==> src/rtl/irq_pkg.sv <==
package irq_pkg;
  localparam int NUM_PRIO  = 32;
  localparam int PRIO_W    = $clog2(NUM_PRIO);
  localparam int VEC_W     = 16;
  localparam logic [VEC_W-1:0] VEC_BASE   = 16'hFFC0;
  localparam logic [VEC_W-1:0] BLANK_WORD = 16'hFFFF;

  localparam int PRIO_RST = 31;
  localparam int PRIO_NMI = 30;
  localparam int PRIO_CMP = 27;
  localparam int PRIO_WDT = 26;
  localparam int PRIO_TA0 = 25;
  localparam int PRIO_TA1 = 24;
  localparam int PRIO_P2  = 19;
  localparam int PRIO_P1  = 18;

  // latched single-source vectors: index 0 cmp, 1 wdt, 2 timer ch0
  localparam int NUM_SS = 3;
  localparam logic [PRIO_W-1:0] SS_PRIO [NUM_SS] = '{5'd27, 5'd26, 5'd25};

  function automatic logic [VEC_W-1:0] vec_of(input logic [PRIO_W-1:0] p);
    return VEC_BASE + VEC_W'({p, 1'b0});
  endfunction
endpackage

==> src/rtl/irq_pend_flag.sv <==
module irq_pend_flag (
  input  logic clk_i,
  input  logic rst_ni,
  input  logic set_i,
  input  logic clr_i,
  output logic flag_d_o
);
  logic flag_q;

  // a new event in the acknowledge cycle wins over the clear
  assign flag_d_o = set_i | (flag_q & ~clr_i);

  always_ff @(posedge clk_i or negedge rst_ni) begin
    if (!rst_ni) flag_q <= 1'b0;
    else         flag_q <= flag_d_o;
  end
endmodule

==> src/rtl/irq_src_map.sv <==
module irq_src_map import irq_pkg::*; #(
  parameter int RST_W  = 5,
  parameter int NMI_W  = 3,
  parameter int TA1_W  = 2,
  parameter int PORT_W = 8
) (
  input  logic              gie_i,
  input  logic [RST_W-1:0]  rst_src_i,
  input  logic [NMI_W-1:0]  nmi_req_i,
  input  logic [NMI_W-1:0]  nmi_en_i,
  input  logic [NUM_SS-1:0] ss_flag_i,
  input  logic [NUM_SS-1:0] ss_en_i,
  input  logic [TA1_W-1:0]  ta1_req_i,
  input  logic [TA1_W-1:0]  ta1_en_i,
  input  logic [PORT_W-1:0] p2_req_i,
  input  logic [PORT_W-1:0] p2_en_i,
  input  logic [PORT_W-1:0] p1_req_i,
  input  logic [PORT_W-1:0] p1_en_i,
  output logic [NUM_PRIO-1:0] req_o
);
  logic [NUM_SS-1:0] ss_act;

  for (genvar g = 0; g < NUM_SS; g++) begin : g_ss
    assign ss_act[g] = gie_i & ss_flag_i[g] & ss_en_i[g];
  end

  always_comb begin
    req_o = '0;
    req_o[PRIO_RST] = |rst_src_i;
    req_o[PRIO_NMI] = |(nmi_req_i & nmi_en_i);
    for (int i = 0; i < NUM_SS; i++) begin
      if (ss_act[i]) req_o[SS_PRIO[i]] = 1'b1;
    end
    req_o[PRIO_TA1] = gie_i & |(ta1_req_i & ta1_en_i);
    req_o[PRIO_P2]  = gie_i & |(p2_req_i & p2_en_i);
    req_o[PRIO_P1]  = gie_i & |(p1_req_i & p1_en_i);
  end
endmodule

==> src/rtl/irq_prio_enc.sv <==
module irq_prio_enc #(
  parameter int N   = 32,
  localparam int W  = $clog2(N)
) (
  input  logic [N-1:0] req_i,
  output logic         any_o,
  output logic [W-1:0] win_o
);
  always_comb begin
    win_o = '0;
    for (int i = 0; i < N; i++) begin
      if (req_i[i]) win_o = W'(i);
    end
  end
  assign any_o = |req_i;
endmodule

==> src/rtl/irq_vector_ctrl.sv <==
module irq_vector_ctrl import irq_pkg::*; #(
  parameter int RST_W  = 5,
  parameter int NMI_W  = 3,
  parameter int TA1_W  = 2,
  parameter int PORT_W = 8
) (
  input  logic              clk_i,
  input  logic              rst_ni,
  input  logic              gie_i,
  input  logic [RST_W-1:0]  rst_src_i,
  input  logic [NMI_W-1:0]  nmi_req_i,
  input  logic [NMI_W-1:0]  nmi_en_i,
  input  logic              cmp_req_i,
  input  logic              cmp_en_i,
  input  logic              wdt_req_i,
  input  logic              wdt_en_i,
  input  logic              ta0_req_i,
  input  logic              ta0_en_i,
  input  logic [TA1_W-1:0]  ta1_req_i,
  input  logic [TA1_W-1:0]  ta1_en_i,
  input  logic [PORT_W-1:0] p2_req_i,
  input  logic [PORT_W-1:0] p2_en_i,
  input  logic [PORT_W-1:0] p1_req_i,
  input  logic [PORT_W-1:0] p1_en_i,
  input  logic              ack_i,
  input  logic [VEC_W-1:0]  rst_vec_i,
  output logic [VEC_W-1:0]  vec_o,
  output logic              vec_valid_o,
  output logic [NUM_PRIO-1:0] irq_ack_o,
  output logic              lpm_req_o
);
  logic [NUM_SS-1:0]   ss_req, ss_en, ss_flag_d;
  logic [NUM_PRIO-1:0] req;
  logic                any;
  logic [PRIO_W-1:0]   win, win_q;
  logic                ack_hit;

  assign ss_req  = {ta0_req_i, wdt_req_i, cmp_req_i};
  assign ss_en   = {ta0_en_i,  wdt_en_i,  cmp_en_i};
  assign ack_hit = ack_i & vec_valid_o;

  for (genvar g = 0; g < NUM_SS; g++) begin : g_flag
    irq_pend_flag i_flag (
      .clk_i    (clk_i),
      .rst_ni   (rst_ni),
      .set_i    (ss_req[g]),
      .clr_i    (ack_hit && (win_q == SS_PRIO[g])),
      .flag_d_o (ss_flag_d[g])
    );
  end

  irq_src_map #(
    .RST_W(RST_W), .NMI_W(NMI_W), .TA1_W(TA1_W), .PORT_W(PORT_W)
  ) i_map (
    .gie_i     (gie_i),
    .rst_src_i (rst_src_i),
    .nmi_req_i (nmi_req_i),
    .nmi_en_i  (nmi_en_i),
    .ss_flag_i (ss_flag_d),
    .ss_en_i   (ss_en),
    .ta1_req_i (ta1_req_i),
    .ta1_en_i  (ta1_en_i),
    .p2_req_i  (p2_req_i),
    .p2_en_i   (p2_en_i),
    .p1_req_i  (p1_req_i),
    .p1_en_i   (p1_en_i),
    .req_o     (req)
  );

  irq_prio_enc #(.N(NUM_PRIO)) i_enc (
    .req_i (req),
    .any_o (any),
    .win_o (win)
  );

  always_ff @(posedge clk_i or negedge rst_ni) begin
    if (!rst_ni) begin
      win_q       <= '0;
      vec_o       <= '0;
      vec_valid_o <= 1'b0;
      irq_ack_o   <= '0;
      lpm_req_o   <= 1'b0;
    end else begin
      win_q       <= win;
      vec_valid_o <= any;
      vec_o       <= any ? vec_of(win) : '0;
      irq_ack_o   <= ack_hit ? (NUM_PRIO'(1) << win_q) : '0;
      lpm_req_o   <= any && (win == PRIO_W'(PRIO_RST)) && (rst_vec_i == BLANK_WORD);
    end
  end
endmodule

==> config.mk <==
export PLATFORM = sky130hd
export DESIGN_NAME = irq_vector_ctrl
export DESIGN_NICKNAME = d
export VERILOG_FILES = /design/src/rtl/irq_pkg.sv /design/src/rtl/irq_pend_flag.sv /design/src/rtl/irq_src_map.sv /design/src/rtl/irq_prio_enc.sv /design/src/rtl/irq_vector_ctrl.sv
export SDC_FILE = /design/constraint.sdc
export NUM_CORES = 1
export LEC_CHECK = 0
export CORE_MARGIN = 2
export CORE_UTILIZATION = 36
export CTS_CLUSTER_SIZE = 8
export DETAILED_ROUTE_END_ITERATION = 10
export PLACE_DENSITY = 0.89
export SKIP_LAST_GASP = 1
export SYNTH_ARGS = -nofsm -noshare
export SYNTH_HDL_FRONTEND = slang
export SYNTH_SLANG_ARGS = --single-unit
export TNS_END_PERCENT = 50
==> constraint.sdc <==
create_clock -name clk_i -period 2.5 [get_ports clk_i]
set_clock_uncertainty 0.15 [all_clocks]
set_input_delay 0.25 -clock clk_i [delete_from_list [all_inputs] [get_ports clk_i]]
set_output_delay 0.25 -clock clk_i [all_outputs]
set_load 0.005 [all_outputs]
# After elaboration in Yosys (flattened, before gate mapping)

Index checks and enable logic that the tools add are counted.

Bits of input ports: 73
Logic and storage cells: 62
Output and inout port bits: 50
Bits in registers: 58

$add $sub $neg: 1
Bitwise gates (word level): 23
Equality and inequality tests: 5
Mux-type cells: 13
Shift operators: 1
Reductions and logical operators: 11

Operators with widths:

| kind                 | number |
|---|---|
| $mux 5               | 8 |
| $mux 32              | 1 |
| $shl 1x5->32 const A | 1 |
| $eq 5x5->1 const B   | 4 |
| $and 8x8->8          | 2 |
| $eq 16x16->1 const B | 1 |
| $mux 16              | 1 |
| $reduce_or 8->1      | 2 |
| $reduce_or 14->1     | 1 |
| $and 1x1->1          | 13 |
| $add 7x7->8 const A  | 1 |
| $logic_and 1x1->1    | 5 |
| $reduce_or 5->1      | 1 |
| $and 3x3->3          | 1 |
| $mux 1               | 3 |
| $not 1->1            | 3 |
| $or 1x1->1           | 3 |
| $reduce_or 3->1      | 1 |
| $and 2x2->2          | 1 |
| $reduce_or 2->1      | 1 |

# Depth between registers and ports, before layout

Word-level depth: 16
Gate-level depth with buffers: 5
Gate-level depth less buffers: 4

# Modules after synthesis

A second synthesis with hierarchy kept.

Cell total of the unflattened synthesis: 243
Area, all modules: 2,446.1 µm²

By module, submodules not included:

| module          | times used | seq. area each (µm²) | cells each | area each (µm²) |
|---|---|---|---|---|
| irq_vector_ctrl | 1          | 1,101.1              | 126        | 1,649.1 |
| irq_prio_enc    | 1          | 0.0                  | 62         | 366.6 |
| irq_src_map     | 1          | 0.0                  | 46         | 321.6 |
| irq_pend_flag   | 3          | 25.0                 | 3          | 36.3 |

# Worst setup path before layout

Ideal clock, no wire load.

Path type: input to register
Start point: in rst_src_i[1]
End point: reg vec_o[2]
Data arrival time: 1,519 ps
Data required time: 2,212 ps
Setup time: 138 ps
Slack: 693 ps
Stages: 4
Path buffers: 0
Path through: or4_4 -> or3b_4 -> nor3_4 -> o21ai_0

Cells in the longest elaborated chain, start to end: 4
Elaborated cells between the ends (all ways): 5
Those cells by class: 1 x add/sub; 2 x mux; 2 x reduce/logical

RTL lines:

| element                | line                  | RTL |
|---|---|---|
| start: declaration     | irq_vector_ctrl.sv:10 | `input logic [RST_W-1:0] rst_src_i,` |
| $reduce_or 5->1        | irq_src_map.sv:29     | `req_o[PRIO_RST] = \|rst_src_i;` |
| $mux 5                 | irq_prio_enc.sv:12    | `if (req_i[i]) win_o = W'(i);` |
| $add 7x7->8            | irq_pkg.sv:22         | `return VEC_BASE + VEC_W'({p, 1'b0});` |
| $mux 16 *              | irq_vector_ctrl.sv:86 | `vec_o <= any ? vec_of(win) : '0;` |
| end signal: assignment | irq_vector_ctrl.sv:86 |  |
| end: declaration       | irq_vector_ctrl.sv:27 | `output logic [VEC_W-1:0] vec_o,` |

Mark *: on every way between the ends. The rest lies on a longest branch, timed or not.

# Final worst setup path

Same ends and word-level chain as after synthesis.

==> flow_summary_export.csv <==
group,metric,value,unit
outcome,status,"completed",
final_layout,final_nets,358,
route,route.detailed.drc,0,
timing,period_share,79.7,%
critical_path,cp_data_arrival_time,2.01,ns
clocking,cts_sinks,47,
yosys,ys_types,36,
timing,setup_viol,0,
placement,portBuffers,121,
critical_path,worstPathRequired,2.51,ns
timing,setup_tns,0,ns
yosys,synth_top_area_cell,"dfrtp_1",
clocking,clkLatencyLatePin,0.29,ns
timing,period_minus_slack,1.99,ns
placement,dp_worst_setup_slack,0.182,ns
global_routing,grt_pass1_wl,7820,microns
power,power_switching,299,uW
clocking,cts_made_buffers,5,
timing,setup_ws,0.506,ns
critical_path,r2r_start,"win_q[2]",
yosys,syn_avg_cell_area,11.2,sq um
power,internal_power,1280,uW
yosys,synth_nets,242,
die,boundaryPins,123,
die,die_h,76.6,microns
placement,globalplace.congestion,0.807,
die,fp.dieArea,0.00587,sq mm
timing,max_freq,0.502,GHz
final_layout,drive_gt1_share,6.29,%
route,m1WireLength,1650,microns
route,dr.max_layer_used,"met4",
critical_path,crit_path_end,"vec_o[2]",
flow_run,drv_cap,0,
power,seqPwrFrac,48.3,%
yosys,yosysSeqAreaShare,62.0,%
critical_path,rr_worst_depth,4,
clocking,cts_tree,"yes",
route,drtPass1Iterations,4,
route,dr_wl_met3,332,microns
clocking,clk_transition_reported_paths,0.08,ns
global_routing,grt_pass1_vias,1777,
route,via_count,1667,
power,powerDensity,488,mW/mm^2
global_routing,track_usage,17.0,%
clocking,clock-root-buffer,"clkbuf_8",
timing,finalHoldViolCount,0,
timing,rsz0062_at_grt,"no",
critical_path,r2r-end,"vec_o[2]",
yosys,ys_ff_latch,47,
yosys,synth_area_leaders,"dfrtp_1 (62%), nor2_1 (6.9%), buf_4 (4.7%), a22oi_1 (3.2%), nand2_1 (2.8%)",
route,drt-total-wl,4700,microns
final_layout,syn_to_final_growth,71.0,%
die,start_util,37.1,%
clocking,cts_htree_levels,2,
critical_path,cp-startpoint,"rst_src_i[1]",
timing,worstMarginPinSlew,0.948,ns
route,wire_per_inst,13.2,microns
yosys,yosysWarningCount,0,
timing,slew_headroom,36.8,%
power,swShare,18.9,%
power,p_leak,0.00134,uW
route,wl_met2,2690,microns
critical_path,critPathKind,"in -> reg",
global_routing,grt_max_degree,48,
power,ir_drop,0.293,mV
die,fp.coreArea,0.00511,sq mm
die,die_w,76.6,microns
route,first_iter_violations,53,
die,row_count,26,
min_path,hold_class,"reg -> reg",
yosys,synth_ff_type,"dfrtp_1",
global_routing,antenna_found_initial,0,
route,vias_per_cell,4.68,
clocking,cts_buffer_depth,2,
power,power_frac_comb,11.4,%
critical_path,r2r_slack,0.56,ns
route,drtAntennaViolNets,0,
power,power_frac_clock,40.4,%
yosys,yosysTopAreaCellShare,62.0,%
timing,slew_violations,0,
placement,hpwlAfterDp,3940,microns
yosys,yosysMostFrequentCell,"dfrtp_1",
global_routing,overflow,0,
yosys,synthesis.area,0.00190,sq mm
clocking,post_cts_resized,0,
yosys,synth_edf_count,0,
final_layout,antenna_cells,0,
critical_path,crit_path_end_kind,"register",
critical_path,critPathMaxFanout,7,
yosys,synth_cells,169,
yosys,yosys-top-cells-count,"dfrtp_1 (47), nor2_1 (35), nand2_1 (14)",
critical_path,start_kind,"input pin",
yosys,synth-async-reset-ratio,100,%
-- sequential cells by signal (all words and copies together), names as in the netlist --
register,cells
g_flag.i_flag.flag_q,3
irq_ack_o,32
lpm_req_o,1
vec_o,6
win_q,5
-- cells in the final DEF (no fill, tap or decap), types with 2 or more instances in the layout --
cell             netlist  layout
clkbuf_8               0       5
nor2b_1                2       2
nand4_1                6       6
and3_1                 4       4
bufinv_16              0       2
a22oi_1                8       8
dfrtp_1               47      47
o311ai_1               2       2
nand3_1                3       3
nor4bb_1               2       2
a21oi_1                2       2
nor2_1                35      35
nand2_1               14      14
inv_1                  4       4
clkdlybuf4s50_1        0     120
o21ai_0                3       3
nand2b_1               2       2
a31oi_1                2       2
-- how the worst min path moves through the flow --
stage,slack [ns],to,cells after the start,startpoint
CTS,0.39,g_flag[0].i_flag.flag_q,2,g_flag[0].i_flag.flag_q
global placement,0.29,irq_ack_o[30],1,rst_ni
finish,0.38,g_flag[0].i_flag.flag_q,2,g_flag[0].i_flag.flag_q
detailed placement,0.30,irq_ack_o[22],1,rst_ni
floorplan,-0.20,g_flag[0].i_flag.flag_q,0,rst_ni
global route,0.40,g_flag[0].i_flag.flag_q,2,g_flag[0].i_flag.flag_q
-- per-layer routing --
layer | vias to the layer above | GRT usage, %
met4 | 0 | 3.45
li1 | 799 | -
met3 | 3 | 5.21
met1 | 779 | 17.5
met2 | 86 | 33.5
met5 | - | 0
-- through the flow --
step                      std cells  utilization (%)  total power (uW)  cell area (sq um)  hold WS, ns
after floorplan                 169                -               819               1900       -0.196
after global placement          347             60.7               957               3100        0.293
after detailed placement        347             60.7               960               3100        0.302
after CTS                       356             63.5              1590               3240        0.390
after global routing            356             63.5              1640               3240        0.401
final                           356             63.5              1580               3240        0.384
-- cell type report --
cell class,count,area (sq um)
multi-input combinational,104,608
sequential,47,1180
inverter,4,15.0
timing repair buffer,123,1220
tap,70,87.6
clock buffer,6,72.6
fill,438,1860
clock inverter,2,60.1
-- what timing repair did --
item / in CTS / in global routing
hold endpoints to repair: 47 / 0
hold buffers: 1 / 0
setup buffers: 0 / 0
-- logic make-up (layout without fill, tap and decap cells) --
group | after synthesis | in the layout | share of synthesized area, %
other cells | 1 | 1 | 0.198
buf+inv | 18 | 135 | 5.94
compound gates | 25 | 25 | 10.8
flops | 47 | 47 | 62.0
simple gates | 78 | 78 | 21.0
-- critical path, stage by stage --
cell             delay, ns
clkdlybuf4s50_1       0.39
or4_4                 0.54
or3b_4                0.41
nor3_4                0.27
o21ai_0               0.14
-- power by group through the flow --
stage	Sequential, uW	Combinational, uW	Clock, uW
floorplan	779	40.2	0
global placement	779	178	0
detailed placement	779	181	0
CTS	764	183	646
global route	764	198	676
finish	764	180	639
Note: power is estimated with default switching activity, not from simulation.
